<file path="src/rtl/fuse_seq_pkg.sv">
package fuse_seq_pkg;

  localparam int DW    = 32;
  localparam int CNT_W = 8;
  localparam int BA_W  = 5;

  localparam logic [15:0] UNLOCK_KEY = 16'h3E77;

  localparam int BIT_BUSY   = 8;
  localparam int BIT_ERR    = 9;
  localparam int BIT_RELOAD = 10;
  localparam int KEY_LSB    = 16;

  localparam logic [BA_W-1:0] A_CTRL  = 5'd0;
  localparam logic [BA_W-1:0] A_SET   = 5'd1;
  localparam logic [BA_W-1:0] A_CLR   = 5'd2;
  localparam logic [BA_W-1:0] A_TIM   = 5'd3;
  localparam logic [BA_W-1:0] A_PDATA = 5'd4;
  localparam logic [BA_W-1:0] A_RDGO  = 5'd5;
  localparam logic [BA_W-1:0] A_RDAT  = 5'd6;
  localparam int              SHADOW_BASE = 16;

  typedef enum logic [2:0] {
    PH_IDLE, PH_SETUP, PH_PAD_A, PH_STROBE, PH_PAD_B
  } phase_e;

  typedef enum logic [1:0] {
    OP_NONE, OP_READ, OP_PROG, OP_RELOAD
  } op_e;

  // active strobe cycles: strobe count less both relax pads, never below 1
  function automatic logic [CNT_W:0] strobe_active(input logic [CNT_W-1:0] strobe,
                                                    input logic [CNT_W-1:0] relax);
    logic [CNT_W+1:0] span;
    logic [CNT_W+1:0] pads;
    span = {2'b00, strobe} + 1'b1;
    pads = ({2'b00, relax} + 1'b1) << 1;
    if (span > pads) return (CNT_W+1)'(span - pads);
    return (CNT_W+1)'(1);
  endfunction

endpackage

</file>
<file path="src/rtl/fuse_seq_regs.sv">
module fuse_seq_regs
  import fuse_seq_pkg::*;
#(
  parameter int          IDX_W      = 3,
  parameter logic [31:0] TIMING_RST = 32'h0408_0001
) (
  input  logic              clk,
  input  logic              rst_n,
  input  logic              bus_wr,
  input  logic [BA_W-1:0]   bus_addr,
  input  logic [DW-1:0]     bus_wdata,
  input  logic              busy,
  input  logic              reload_done,
  output logic [IDX_W-1:0]  word_addr,
  output logic [15:0]       key,
  output logic              err,
  output logic              reload,
  output logic [DW-1:0]     timing,
  output logic [DW-1:0]     pdata,
  output logic              start_read,
  output logic              start_prog,
  output logic              start_reload,
  output logic              wr_collide,
  output logic              err_clear
);

  logic wr_writable, wr_ok, key_ok, prog_denied;

  assign wr_writable  = bus_wr && (bus_addr <= A_RDGO);
  assign wr_collide   = wr_writable && busy;
  assign wr_ok        = bus_wr && !busy;
  assign key_ok       = (key == UNLOCK_KEY);
  assign start_prog   = wr_ok && (bus_addr == A_PDATA) && key_ok;
  assign prog_denied  = wr_ok && (bus_addr == A_PDATA) && !key_ok;
  assign start_read   = wr_ok && (bus_addr == A_RDGO) && bus_wdata[0];
  assign start_reload = wr_ok && (bus_addr == A_SET) && bus_wdata[BIT_RELOAD];
  assign err_clear    = wr_ok && (bus_addr == A_CLR) && bus_wdata[BIT_ERR];

  always_ff @(posedge clk) begin
    if (!rst_n) begin
      word_addr <= '0;
      key       <= '0;
      err       <= 1'b0;
      reload    <= 1'b0;
      timing    <= TIMING_RST;
      pdata     <= '0;
    end else begin
      if (wr_collide || prog_denied) err <= 1'b1;
      else if (err_clear)            err <= 1'b0;

      if (reload_done)       reload <= 1'b0;
      else if (start_reload) reload <= 1'b1;

      if (wr_ok) begin
        case (bus_addr)
          A_CTRL: begin
            word_addr <= bus_wdata[IDX_W-1:0];
            key       <= bus_wdata[KEY_LSB +: 16];
          end
          A_SET: begin
            word_addr <= word_addr | bus_wdata[IDX_W-1:0];
            key       <= key | bus_wdata[KEY_LSB +: 16];
          end
          A_CLR: begin
            word_addr <= word_addr & ~bus_wdata[IDX_W-1:0];
            key       <= key & ~bus_wdata[KEY_LSB +: 16];
          end
          A_TIM:   timing <= bus_wdata;
          A_PDATA: begin
            pdata <= bus_wdata;
            key   <= '0;
          end
          default: ;
        endcase
      end
    end
  end

endmodule

</file>
<file path="src/rtl/fuse_seq_timer.sv">
module fuse_seq_timer
  import fuse_seq_pkg::*;
#(
  parameter int WORDS = 8,
  parameter int IDX_W = 3
) (
  input  logic             clk,
  input  logic             rst_n,
  input  logic             start_read,
  input  logic             start_prog,
  input  logic             start_reload,
  input  logic [CNT_W-1:0] t_wait,
  input  logic [CNT_W-1:0] t_relax,
  input  logic [CNT_W-1:0] t_sprog,
  input  logic [CNT_W-1:0] t_sread,
  output logic             busy,
  output op_e              op,
  output logic [IDX_W-1:0] idx,
  output logic             strobe_on,
  output logic             word_fire,
  output logic             last_fire
);

  localparam logic [IDX_W-1:0] LAST_IDX = IDX_W'(WORDS - 1);

  phase_e         phase_q;
  logic [CNT_W:0] cnt_q;
  logic [CNT_W:0] act_len;
  logic           start_any;

  assign start_any = start_read || start_prog || start_reload;
  assign act_len   = strobe_active((op == OP_PROG) ? t_sprog : t_sread, t_relax);
  assign busy      = (phase_q != PH_IDLE);
  assign strobe_on = (phase_q == PH_STROBE);
  assign word_fire = (phase_q == PH_PAD_B) && (cnt_q == '0);
  assign last_fire = word_fire && ((op != OP_RELOAD) || (idx == LAST_IDX));

  always_ff @(posedge clk) begin
    if (!rst_n) begin
      phase_q <= PH_IDLE;
      cnt_q   <= '0;
      op      <= OP_NONE;
      idx     <= '0;
    end else if (start_any) begin
      phase_q <= PH_SETUP;
      cnt_q   <= {1'b0, t_wait};
      idx     <= '0;
      op      <= start_prog ? OP_PROG : (start_read ? OP_READ : OP_RELOAD);
    end else if (phase_q != PH_IDLE) begin
      if (cnt_q != '0) begin
        cnt_q <= cnt_q - 1'b1;
      end else begin
        case (phase_q)
          PH_SETUP: begin
            phase_q <= PH_PAD_A;
            cnt_q   <= {1'b0, t_relax};
          end
          PH_PAD_A: begin
            phase_q <= PH_STROBE;
            cnt_q   <= act_len - 1'b1;
          end
          PH_STROBE: begin
            phase_q <= PH_PAD_B;
            cnt_q   <= {1'b0, t_relax};
          end
          PH_PAD_B: begin
            if (last_fire) begin
              phase_q <= PH_IDLE;
              op      <= OP_NONE;
            end else begin
              phase_q <= PH_SETUP;
              cnt_q   <= {1'b0, t_wait};
              idx     <= idx + 1'b1;
            end
          end
          default: phase_q <= PH_IDLE;
        endcase
      end
    end
  end

endmodule

</file>
<file path="src/rtl/fuse_seq_array.sv">
module fuse_seq_array
  import fuse_seq_pkg::*;
#(
  parameter int WORDS = 8,
  parameter int IDX_W = 3
) (
  input  logic                clk,
  input  logic                rst_n,
  input  logic                word_fire,
  input  op_e                 op,
  input  logic [IDX_W-1:0]    word_addr,
  input  logic [IDX_W-1:0]    idx,
  input  logic [DW-1:0]       pdata,
  output logic [DW-1:0]       rdata,
  output logic [WORDS*DW-1:0] shadow_flat,
  output logic [WORDS*DW-1:0] fuse_flat
);

  logic [DW-1:0] fuse_q   [WORDS];
  logic [DW-1:0] shadow_q [WORDS];

  always_ff @(posedge clk) begin
    if (!rst_n) begin
      for (int i = 0; i < WORDS; i++) begin
        fuse_q[i]   <= '0;
        shadow_q[i] <= '0;
      end
      rdata <= '0;
    end else if (word_fire) begin
      case (op)
        OP_PROG:   fuse_q[word_addr] <= fuse_q[word_addr] | pdata;
        OP_READ:   rdata <= fuse_q[word_addr];
        OP_RELOAD: shadow_q[idx] <= fuse_q[idx];
        default: ;
      endcase
    end
  end

  for (genvar g = 0; g < WORDS; g++) begin : g_flat
    assign shadow_flat[g*DW +: DW] = shadow_q[g];
    assign fuse_flat[g*DW +: DW]   = fuse_q[g];
  end

endmodule

</file>
<file path="src/rtl/fuse_seq_ctrl.sv">
module fuse_seq_ctrl
  import fuse_seq_pkg::*;
#(
  parameter int          WORDS      = 8,
  parameter logic [31:0] TIMING_RST = 32'h0408_0001
) (
  input  logic            clk,
  input  logic            rst_n,
  input  logic            bus_wr,
  input  logic [4:0]      bus_addr,
  input  logic [31:0]     bus_wdata,
  output logic [31:0]     bus_rdata
);

  localparam int IDX_W = (WORDS > 2) ? $clog2(WORDS) : 1;

  logic [IDX_W-1:0]    word_addr, seq_idx;
  logic [15:0]         key;
  logic                err, reload, err_clear, wr_collide;
  logic [DW-1:0]       timing, pdata, rdata;
  logic                start_read, start_prog, start_reload;
  logic                seq_busy, strobe_on, word_fire, last_fire;
  op_e                 seq_op;
  logic [WORDS*DW-1:0] shadow_flat, fuse_flat;
  logic [DW-1:0]       ctrl_word;

  fuse_seq_regs #(.IDX_W(IDX_W), .TIMING_RST(TIMING_RST)) regs_i (
    .clk(clk), .rst_n(rst_n), .bus_wr(bus_wr), .bus_addr(bus_addr),
    .bus_wdata(bus_wdata), .busy(seq_busy),
    .reload_done(last_fire && (seq_op == OP_RELOAD)),
    .word_addr(word_addr), .key(key), .err(err), .reload(reload),
    .timing(timing), .pdata(pdata), .start_read(start_read),
    .start_prog(start_prog), .start_reload(start_reload),
    .wr_collide(wr_collide), .err_clear(err_clear)
  );

  fuse_seq_timer #(.WORDS(WORDS), .IDX_W(IDX_W)) timer_i (
    .clk(clk), .rst_n(rst_n), .start_read(start_read),
    .start_prog(start_prog), .start_reload(start_reload),
    .t_wait(timing[7:0]), .t_relax(timing[15:8]),
    .t_sprog(timing[23:16]), .t_sread(timing[31:24]),
    .busy(seq_busy), .op(seq_op), .idx(seq_idx), .strobe_on(strobe_on),
    .word_fire(word_fire), .last_fire(last_fire)
  );

  fuse_seq_array #(.WORDS(WORDS), .IDX_W(IDX_W)) array_i (
    .clk(clk), .rst_n(rst_n), .word_fire(word_fire), .op(seq_op),
    .word_addr(word_addr), .idx(seq_idx), .pdata(pdata), .rdata(rdata),
    .shadow_flat(shadow_flat), .fuse_flat(fuse_flat)
  );

  always_comb begin
    ctrl_word                  = '0;
    ctrl_word[IDX_W-1:0]       = word_addr;
    ctrl_word[BIT_BUSY]        = seq_busy;
    ctrl_word[BIT_ERR]         = err;
    ctrl_word[BIT_RELOAD]      = reload;
    ctrl_word[KEY_LSB +: 16]   = key;
  end

  always_comb begin
    bus_rdata = '0;
    case (bus_addr)
      A_CTRL:  bus_rdata = ctrl_word;
      A_TIM:   bus_rdata = timing;
      A_PDATA: bus_rdata = pdata;
      A_RDAT:  bus_rdata = rdata;
      default: ;
    endcase
    for (int i = 0; i < WORDS; i++) begin
      if (bus_addr == BA_W'(SHADOW_BASE + i)) bus_rdata = shadow_flat[i*DW +: DW];
    end
  end

endmodule

</file>
<file path="config.mk">
export PLATFORM = sky130hd
export DESIGN_NAME = fuse_seq_ctrl
export DESIGN_NICKNAME = d
export VERILOG_FILES = /design/src/rtl/fuse_seq_pkg.sv /design/src/rtl/fuse_seq_regs.sv /design/src/rtl/fuse_seq_timer.sv /design/src/rtl/fuse_seq_array.sv /design/src/rtl/fuse_seq_ctrl.sv
export SDC_FILE = /design/constraint.sdc
export NUM_CORES = 1
export LEC_CHECK = 0
export BUFFER_PORTS_ARGS = -buffer_cell sky130_fd_sc_hd__buf_2
export CAP_MARGIN = 40
export CORE_ASPECT_RATIO = 0.8
export CORE_MARGIN = 2
export CORE_UTILIZATION = 55
export CTS_CLUSTER_SIZE = 40
export DETAILED_ROUTE_END_ITERATION = 10
export GPL_TIMING_DRIVEN = 0
export PLACE_DENSITY_LB_ADDON = 0.15
export SLEW_MARGIN = 20
export SYNTH_ARGS = -nofsm -noshare
export SYNTH_HDL_FRONTEND = slang
export SYNTH_SLANG_ARGS = --single-unit
export TNS_END_PERCENT = 5
</file>
<file path="constraint.sdc">
create_clock -name clk -period 7.2 [get_ports clk]
set_input_delay 0 -clock clk [delete_from_list [all_inputs] [get_ports clk]]
set_output_delay 0 -clock clk [all_outputs]
set_load 0.02 [all_outputs]
</file>
=== Yosys cells after proc, flatten, opt, wreduce, memory -nomap -nowiden ===
Memories as Yosys holds them, arrays and structs flattened. A register that Yosys moved wholly into a read port is not among the register bits.
Index checks and enable logic that the tools add are counted.

* Register bits: 134
* Memory bits (writable): 512
* Input port bits: 40
* Memories: 2

{| class="wikitable"
|+ Memory list
! memory !! words !! width !! read ports !! clocked after memory_dff !! wr ports !! line !! RTL
|-
| array_i.fuse_q || 8 || 32 || 2 || 2 || 8 || fuse_seq_array.sv:19 || <nowiki>logic [DW-1:0] fuse_q [WORDS];</nowiki>
|-
| array_i.shadow_q || 8 || 32 || 8 || 0 || 8 || fuse_seq_array.sv:20 || <nowiki>logic [DW-1:0] shadow_q [WORDS];</nowiki>
|}

* $add $sub $neg: 6
* Order comparisons: 2
* Eq/ne operators: 27
* Muxes and demuxes: 53
* Bitwise operators: 10
* Reductions and logical operators: 49

{| class="wikitable"
|+ Operator list
! kind !! number
|-
| 32-bit 2-to-1 mux || 10
|-
| 32-bit case mux with 4 select lines || 1
|-
| 16-bit case mux with 4 select lines || 1
|-
| 32-bit OR reduction || 2
|-
| 5-bit == test (second input constant) || 8
|-
| 9-bit 2-to-1 mux || 4
|-
| 32-bit OR || 1
|-
| 9-bit case mux with 3 select lines || 1
|-
| 8-bit 2-to-1 mux || 3
|-
| 8-bit by 1-bit adder with 9-bit output (second input constant) || 2
|-
| 1-bit 2-to-1 mux || 18
|-
| 3-bit 2-to-1 mux || 6
|-
| 9-bit by 1-bit subtractor with 9-bit output (second input constant) || 2
|-
| 16-bit bitwise AND || 1
|-
| 16-bit by 14-bit == test with 1-bit output (second input constant) || 1
|-
| 16-bit inverter || 1
|-
| 16-bit OR || 1
|-
| 5-bit by 3-bit == test with 1-bit output (second input constant) || 3
|-
| 1-bit logical AND || 15
|-
| 2-bit 2-to-1 mux || 7
|-
| 2-bit AND reduction || 7
|-
| 3-bit case mux with 4 select lines || 1
|-
| 5-bit by 2-bit == test with 1-bit output (second input constant) || 2
|-
| 9-bit by 10-bit greater-than comparator with 1-bit output || 1
|-
| other kinds (30) || 48
|}

=== Logic depth before layout (Yosys ltp) ===
Gate-level depths: netlist of run 1.

* Word-level depth: 11
* Gate-level depth with buffers: 20
* Gate-level depth less buffers: 19

=== Modules after synthesis ===
From an unflattened synthesis of run 1, not the netlist that was laid out.

* Cell total of the unflattened synthesis: 2,960
* Area, all modules: 33,505.9 µm²

{| class="wikitable"
|+ Modules (own cells, without submodules)
! module !! times used !! cells an instance !! area an instance (µm²)
|-
| fuse_seq_array || 1 || 1,660 || 24,176.9
|-
| fuse_seq_ctrl || 1 || 603 || 3,642.2
|-
| fuse_seq_regs || 1 || 380 || 3,390.8
|-
| fuse_seq_timer || 1 || 317 || 2,296.0
|}

=== Worst setup path after synthesis of run 1 ===
Ideal clock, no wire load.

* Path kind: register to register
* Start: reg timer_i.op[0]
* End: reg timer_i.cnt_q[8]
* Data arrival time: 4.101 ns
* Path slack: 2.983 ns
* Stages on the path, launching flop included: 19
* Path buffers: 1
* Period minus slack after synthesis: 4.217 ns
* Cell sequence: dfxtp_1 nand2b_1 clkbuf_1 mux2i_1 a21boi_1 a21boi_0 nand2_1 xor2_1 mux2i_1 ha_1 a21o_1 a21o_1 o21a_1 and2_1 ha_1 and2_1 a211oi_1 nor4_1 a41o_1

* Longest elaborated chain between the ends: 9
* Elaborated cells on any way between the ends: 16
* Those cells by class: 3 x add/sub; 1 x order compare; 3 x eq/ne; 6 x mux; 3 x reduce/logical

{| class="wikitable"
|+ RTL lines
! element !! line !! RTL
|-
| from (decl) || fuse_seq_timer.sv:17 || <nowiki>output op_e op,</nowiki>
|-
| from (signal assigned) || fuse_seq_timer.sv:48 || <nowiki>op <= start_prog ? OP_PROG : (start_read ? OP_READ : OP_RELOAD);</nowiki>
|-
| 2-bit == test || fuse_seq_timer.sv:32 || <nowiki>assign act_len = strobe_active((op == OP_PROG) ? t_sprog : t_sread, t_relax);</nowiki>
|-
| 8-bit 2-to-1 mux || fuse_seq_timer.sv:32 ||
|-
| 8-bit by 1-bit adder with 9-bit output || fuse_seq_pkg.sv:36 || <nowiki>span = {2'b00, strobe} + 1'b1;</nowiki>
|-
| 9-bit subtractor or 9-bit by 10-bit greater-than comparator with 1-bit output (tied branches) || fuse_seq_pkg.sv:38 || <nowiki>if (span > pads) return (CNT_W+1)'(span - pads);</nowiki>
|-
| 9-bit 2-to-1 mux or 1-bit 2-to-1 mux (tied branches) || fuse_seq_pkg.sv:38 ||
|-
| 9-bit 2-to-1 mux || fuse_seq_pkg.sv:39 || <nowiki>return (CNT_W+1)'(1);</nowiki>
|-
| 9-bit by 1-bit subtractor with 9-bit output || fuse_seq_timer.sv:60 || <nowiki>cnt_q <= act_len - 1'b1;</nowiki>
|-
| 9-bit case mux with 3 select lines || fuse_seq_timer.sv:53 || <nowiki>case (phase_q)</nowiki>
|-
| 9-bit 2-to-1 mux || fuse_seq_timer.sv:50 || <nowiki>if (cnt_q != '0) begin</nowiki>
|-
| to (signal assigned) || fuse_seq_timer.sv:51 || <nowiki>cnt_q <= cnt_q - 1'b1;</nowiki>
|-
| to (signal assigned) || fuse_seq_timer.sv:56 || <nowiki>cnt_q <= {1'b0, t_relax};</nowiki>
|-
| to (signal assigned) || fuse_seq_timer.sv:60 ||
|-
| to (decl) || fuse_seq_timer.sv:27 || <nowiki>logic [CNT_W:0] cnt_q;</nowiki>
|}

Several ways; a longest one is shown, not always the timed one. The select of a mux whose other input is x is not followed.
A chain may end at the register's enable or synchronous reset.

=== Final worst setup path of run 1 ===
* Start: reg timer_i.op[0]
* End: reg timer_i.cnt_q[4]

* Longest elaborated chain between the ends: 11
* Elaborated cells on any way between the ends: 18
* Those cells by class: 3 x add/sub; 1 x order compare; 3 x eq/ne; 8 x mux; 3 x reduce/logical

{| class="wikitable"
|+ RTL lines
! element !! line !! RTL
|-
| 2-bit == test || fuse_seq_timer.sv:32 ||
|-
| 8-bit 2-to-1 mux || fuse_seq_timer.sv:32 ||
|-
| 8-bit by 1-bit adder with 9-bit output || fuse_seq_pkg.sv:36 ||
|-
| 9-bit subtractor or 9-bit by 10-bit greater-than comparator with 1-bit output (tied branches) || fuse_seq_pkg.sv:38 ||
|-
| 9-bit 2-to-1 mux or 1-bit 2-to-1 mux (tied branches) || fuse_seq_pkg.sv:38 ||
|-
| 9-bit 2-to-1 mux || fuse_seq_pkg.sv:39 ||
|-
| 9-bit by 1-bit subtractor with 9-bit output || fuse_seq_timer.sv:60 ||
|-
| 9-bit case mux with 3 select lines || fuse_seq_timer.sv:53 ||
|-
| 9-bit 2-to-1 mux || fuse_seq_timer.sv:50 ||
|-
| 8-bit 2-to-1 mux || fuse_seq_timer.sv:49 || <nowiki>end else if (phase_q != PH_IDLE) begin</nowiki>
|-
| 8-bit 2-to-1 mux || fuse_seq_timer.sv:44 || <nowiki>end else if (start_any) begin</nowiki>
|-
| to (signal assigned) || fuse_seq_timer.sv:46 || <nowiki>cnt_q <= {1'b0, t_wait};</nowiki>
|-
| to (signal assigned) || fuse_seq_timer.sv:51 ||
|-
| to (signal assigned) || fuse_seq_timer.sv:56 ||
|}

Several ways; a longest one is shown, not always the timed one. The select of a mux whose other input is x is not followed.

==> reports/summary.txt, run 1 <==
Outcome: completed
Final antenna-violating net count: 0
Hold path cells: 5
Simple-gate portion of the synthesized area: 0.1403
Hold Path Origin: bus_addr[0]
Root Buffer: clkbuf_16
Synth Area in Compound Gates: 0.09019
Antenna violations before repair: 1
DIE HEIGHT: 216.0 um
Routed WL per cell: 27.29 um
Minimum clock period: 5.768 ns
Most frequent cells after synthesis: 625 x nor2_1, 512 x edfxtp_1, 237 x nand2_1
Sw frac: 0.2329
Area delta synth->final: 15.45%
Vias per inst: 6.530
Largest family of logic cells by synthesized area: simple AND/OR/NAND/NOR gates
Clock insertion delay at the later pin of the skew report: 0.62 ns
Worst ir drop on vdd: 0.1843 mV
F_max: 173.4 MHz
Cts hold-fix bufs: 36
Worst-Margin Slew: 0.9043 ns
Core box area: 0.05540 mm^2
Final setup viols: 0
RSZ-0062 raised after global routing: no
Largest net degree at the start of global routing: 33
Count leader, synth: nor2_1
WL met1: 40,240 um
Int Pwr: 6.371 mW
Final non-filler cell total: 3,658
Xor and xnor fraction of the mapped netlist area: 0.007084
Crit. Startpoint: timer_i.op[0]
TritonCTS Buffers: 68
Share of cells above drive strength 1: 0.1606
TritonCTS clock tree: built
Met2 wire len: 43,520 um
First-pass GRT wire length: 146,400 um
Metal3 WL: 12,670 um
Placed Cells: 3,487
Cell taking the most area after synthesis: edfxtp_1
Cell area power density: 232.7 mW/mm^2
Comb power frac: 0.072
Leakage power: 12.08 nW
CTS H-tree lvls: 3
Arr. time, crit path: 6.21 ns
Mapped cell area: 0.03091 mm^2
CTS resizes: 0
Worst reg2reg path depth: 20
Top sig layer: met4
Max FO, Critical Path: 8
Top-area cell type share of the netlist area: 0.4974
Skew final: 0.02830 ns
FFs w/ async S/R, synth: 0
Reported net switching power: 1.935 mW
Post-synthesis mux area share: 0.1403
Drt drc: 0
WS Path Type: register to register
Die area: 0.05812 mm^2
Placement Rows: 77
Clock share of power: 0.422
Top FF cell, synth: edfxtp_1
R2R Path Start: timer_i.op[0]
Max Root-Sink Buffers: 3
Fin Setup TNS: 0 ns
CP startpoint kind: register
Die width: 269.0 um
Post-Syn Nets: 2,660
Slew Limit Fails: 0
Synth area leaders: edfxtp_1 50%, mux4_2 11%, dfxtp_1 9.1%
Final-report hold violation count: 0
Crit. End Element: register
Yosys cell types: 72
DRT iter0 DRCs: 3,891
Via count: 23,890
Crit path required time: 7.64 ns
Sequential share of power: 0.506
Vias in the first global route: 22,910
Fill count: 4,285
Sequential area share after synthesis: 0.5881
Initial Utilization: 0.5580
Syn Inst Count: 2,606
Pwr Total: 8.305 mW
GRT overflow: 0
Detailed Routing Iterations Pass 1: 6
Rel. slew slack: 0.3907
Post-Synth Adder-Cell Area: 0.005910
Final WL: 99,840 um
Gr usage total: 0.3481
Yosys warning count: 0
Setup slack, reg-to-reg: 1.43 ns
Port buffer count: 70
Post-synth EDFFs: 512
Fin crit share: 0.8011
Max cap viols: 0
FF+latch count, synth: 652
Post-DP HPWL: 72,770 um
Worst-path clk slew: 0.06 ns
GPL Wtd Cong: 0.9769
Setup repair bufs after CTS: 0
Placement Cell Area: 0.03300 mm^2
Final Net Count: 2,910
CTS sink count: 652
# IOs: 72
Syn Area/Cell: 11.86 um^2
Design Area, Final: 0.03568 mm^2
Worst min path class: primary input to register
## cell families (layout without fill, tap and decap cells)
family                   after synthesis  after routing
AO/OA/AOI/OAI                        415            415
XOR/XNOR                              25             25
adder cells (fa/ha/maj)               14             14
buffers and inverters                224            525
flip-flops                           652            652
multiplexers                         238            238
other                                  0              1
AND/OR/NAND/NOR                     1038           1038
## metrics by stage
step	setup slack, ns	utilization	hold WS [ns]
final	1.432	0.6442	0.1660
after global routing	1.264	0.6442	0.1957
after CTS	1.718	0.6415	0.1226
after global placement	1.777	0.5812	0.2584
after floorplan	2.983	-	0.1240
after detailed placement	1.746	0.5957	0.2608
## cells in the final DEF (no fill, tap or decap), types with 13 or more instances in the layout
master / instances
buf_4: 35
ha_1: 13
nor3_1: 16
a22o_1: 21
inv_1: 15
dfxtp_1: 140
a21oi_1: 113
a211oi_1: 48
nand3_1: 45
nand2_1: 221
xor2_1: 14
buf_1: 19
nand2_2: 16
clkbuf_16: 71
a22oi_1: 62
edfxtp_1: 512
nor2b_1: 44
mux2i_1: 69
a221oi_1: 18
buf_2: 93
mux4_2: 155
o21ai_0: 71
dlygate4sd3_1: 36
clkbuf_1: 191
nor2_1: 625
buf_6: 14
## critical path: stages (launching register included)
cell and delay [ns]:
dfxtp_1 0.44, nand2b_1 0.14, clkbuf_1 0.40, mux2i_1 0.45, a21boi_1 0.40, a21boi_0 0.60
nand2_1 0.14, xor2_1 0.17, mux2i_1 0.44, ha_1 0.43, nand3_1 0.14, nor2b_1 0.06
a41oi_1 0.23, o21a_1 0.32, and2_1 0.17, ha_1 0.31, nand2_1 0.13, o21ai_0 0.16
nor3_1 0.08, o31ai_1 0.27, a21oi_1 0.10
## state kept, by name, summed over array words and instances, names as in the netlist, 9 cells and up, named ones only
name              flops
regs_i.timing        32
regs_i.pdata         32
array_i.fuse_q      256
array_i.rdata        32
array_i.shadow_q    256
regs_i.key           16
timer_i.cnt_q         9
## path summary, 6_finish.rpt
kind / end
min reg2reg: regs_i.pdata[3]
max: timer_i.cnt_q[4]
min: timer_i.op[0]
max reg2reg: timer_i.cnt_q[4]
## power groups by stage
| stage | combinational [mW] | clock, mW | sequential, mW |
|---|---|---|---|
| 2_1_floorplan | 0.334 | 0 | 4.26 |
| 3_5_place_dp | 0.562 | 0 | 4.28 |
| 4_1_cts | 0.580 | 3.50 | 4.20 |
| 6_report | 0.599 | 3.51 | 4.20 |
| 3_3_place_gp | 0.520 | 0 | 4.28 |
| 5_1_grt | 0.629 | 3.65 | 4.21 |
## layout make-up
class | instances | area [um^2] | area share
antenna | 1 | 2.502 | 0.00007013
clock buffer | 96 | 1912 | 0.05358
buffer | 209 | 814.5 | 0.02283
sequential | 652 | 18180 | 0.5094
tap | 750 | 938.4 | 0.02630
multi-input combinational | 1730 | 11920 | 0.3341
inverter | 15 | 56.30 | 0.001578
clock inverter | 25 | 261.5 | 0.007328
timing repair buffer | 180 | 1600 | 0.04485
## per-layer routing
metal / vias to the layer above / track usage
met5: - / 0
met4: 0 / 0.1124
met3: 196 / 0.08478
met2: 1637 / 0.5040
met1: 11930 / 0.5194
li1: 10120 / -
No activity file was read; power rests on OpenSTA's default activity.
==> inputs of run 2 (changes only) <==
- clock period: 7.2 -> 4.8 ns (I/O delays scaled with it)
==> run 2 against run 1 <==
Worst hold slack got worse by 0.0095 ns. Register-to-register slack got worse by 1.3 ns. First-iteration DRC count shrank 5.9%. Highest routed layer is now met5. Cell count hardly changed. Combinational power increased by 50%. Sequential power rose by 50%. Total power rose by 50%. Die area is the same.
==> reports/summary.txt, run 2 (synthesis results as in run 1) <==
Final-report hold violation count: 0
Cell area power density: 348.2 mW/mm^2
Post-DP HPWL: 72,770 um
Initial Utilization: 0.5580
Worst ir drop on vdd: 0.2769 mV
Root Buffer: clkbuf_16
Die area: 0.05812 mm^2
Final antenna-violating net count: 0
Core box area: 0.05540 mm^2
Placement Rows: 77
Skew final: 0.02773 ns
Outcome: completed
Largest net degree at the start of global routing: 33
WS Path Type: register to register
GRT overflow: 0
Final Net Count: 2,908
Gr usage total: 0.3479
CTS sink count: 652
Max cap viols: 0
Crit. End Element: register
Design Area, Final: 0.03573 mm^2
Leakage power: 12.08 nW
Clock insertion delay at the later pin of the skew report: 0.62 ns
Most frequent cells in the layout: 625 x nor2_1, 512 x edfxtp_1, 221 x nand2_1, 190 x clkbuf_1, 155 x mux4_2
Util after Layout: 0.6450
Arr. time, crit path: 5.09 ns
TritonCTS Buffers: 68
CP startpoint kind: register
Drt drc: 0
Vias per inst: 6.525
Die width: 269.0 um
Minimum clock period: 4.646 ns
Vias in the first global route: 22,920
Fin crit share: 0.9679
# IOs: 72
Area delta synth->final: 15.60%
Port buffer count: 70
Largest registers: array_i.fuse_q (256), array_i.shadow_q (256)
Via count: 23,860
Worst min path class: primary input to register
Worst-path clk slew: 0.06 ns
Fill count: 4,281
Detailed Routing Iterations Pass 1: 6
Max FO, Critical Path: 8
Commonest non-fill, non-tap cell in the layout: nor2_1
First-pass GRT wire length: 146,200 um
Routed WL per cell: 27.31 um
Max Root-Sink Buffers: 3
Crit path required time: 5.24 ns
DRT iter0 DRCs: 3,661
GPL Wtd Cong: 0.9769
Final setup viols: 0
DIE HEIGHT: 216.0 um
TritonCTS clock tree: built
Final WL: 99,850 um
Rel. slew slack: 0.3584
Share of cells above drive strength 1: 0.1639
CTS H-tree lvls: 3
Antenna violations before repair: 2
Setup repair bufs after CTS: 0
Worst-Margin Slew: 0.9523 ns
Slew Limit Fails: 0
F_max: 215.3 MHz
Fin Setup TNS: 0 ns
Placement Cell Area: 0.03300 mm^2
run 2: worst paths after layout:
kind / from / endpoint / slack [ns] / depth (start not counted)
max reg2reg: timer_i.op[0] / timer_i.cnt_q[4] / 0.15 / 19
min reg2reg: regs_i.pdata[3] / regs_i.pdata[3] / 0.48 / 2
max: timer_i.op[0] / timer_i.cnt_q[4] / 0.15 / 19
min: bus_addr[0] / timer_i.op[0] / 0.16 / 5
run 2: what timing repair did:
action	CTS	global route
gates resized for setup	7	8
hold buffers	36	0
setup endpoints to repair	7	6
hold endpoints to repair	90	0
run 2: per-layer routing:
metal	wire length, um	vias to the layer above	GRT usage
li1	-	10130	-
met1	40530	11880	0.5163
met2	43530	1644	0.5048
met3	12300	207	0.08763
met4	3471	2	0.1122
met5	13	-	0
run 2: worst max-delay path, stage by stage, from the launching register on:
cell and delay [ns]:
dfxtp_1 0.46, nand2b_4 0.28, mux2i_4 0.31, a21boi_4 0.28
a21boi_2 0.32, nand2_1 0.11, xor2_1 0.17, mux2i_2 0.31
ha_1 0.40, nand3_1 0.14, nor2b_1 0.05, a41oi_1 0.24
o21a_2 0.26, and2_1 0.15, ha_2 0.26, nand2_1 0.11
o21ai_0 0.16, nor3_1 0.08, o31ai_1 0.28, a21oi_1 0.10
run 2: area by class of cell:
cell class / count / area [um^2] / area share
Antenna cell: 1 / 2.502 / 0.00007003
Buffer: 208 / 810.8 / 0.02269
Clock buffer: 96 / 1912 / 0.05351
Clock inverter: 25 / 261.5 / 0.007318
Inverter: 15 / 56.30 / 0.001576
Multi-Input combinational cell: 1730 / 11980 / 0.3352
Sequential cell: 652 / 18180 / 0.5087
Tap cell: 750 / 938.4 / 0.02626
Timing Repair Buffer: 179 / 1595 / 0.04465
run 2: where the power goes:
| part | internal, mW | total, mW | switching, mW |
|---|---|---|---|
| Combinational | 0.320 | 0.898 | 0.577 |
| Sequential | 6.23 | 6.30 | 0.0751 |
| Clock | 3.01 | 5.24 | 2.23 |
run 2: per-stage QoR:
step | std cells | hold WS, ns | setup WS (ns) | total power, mW
global placement | 3426 | 0.2584 | -0.6229 | 7.198
finish | 3656 | 0.1565 | 0.1543 | 12.44
detailed placement | 3487 | 0.2608 | -0.6540 | 7.263
floorplan | 2606 | 0.1240 | 0.5827 | 6.894
CTS | 3643 | 0.1226 | 0.007400 | 12.43
global route | 3656 | 0.1960 | -0.03146 | 12.73
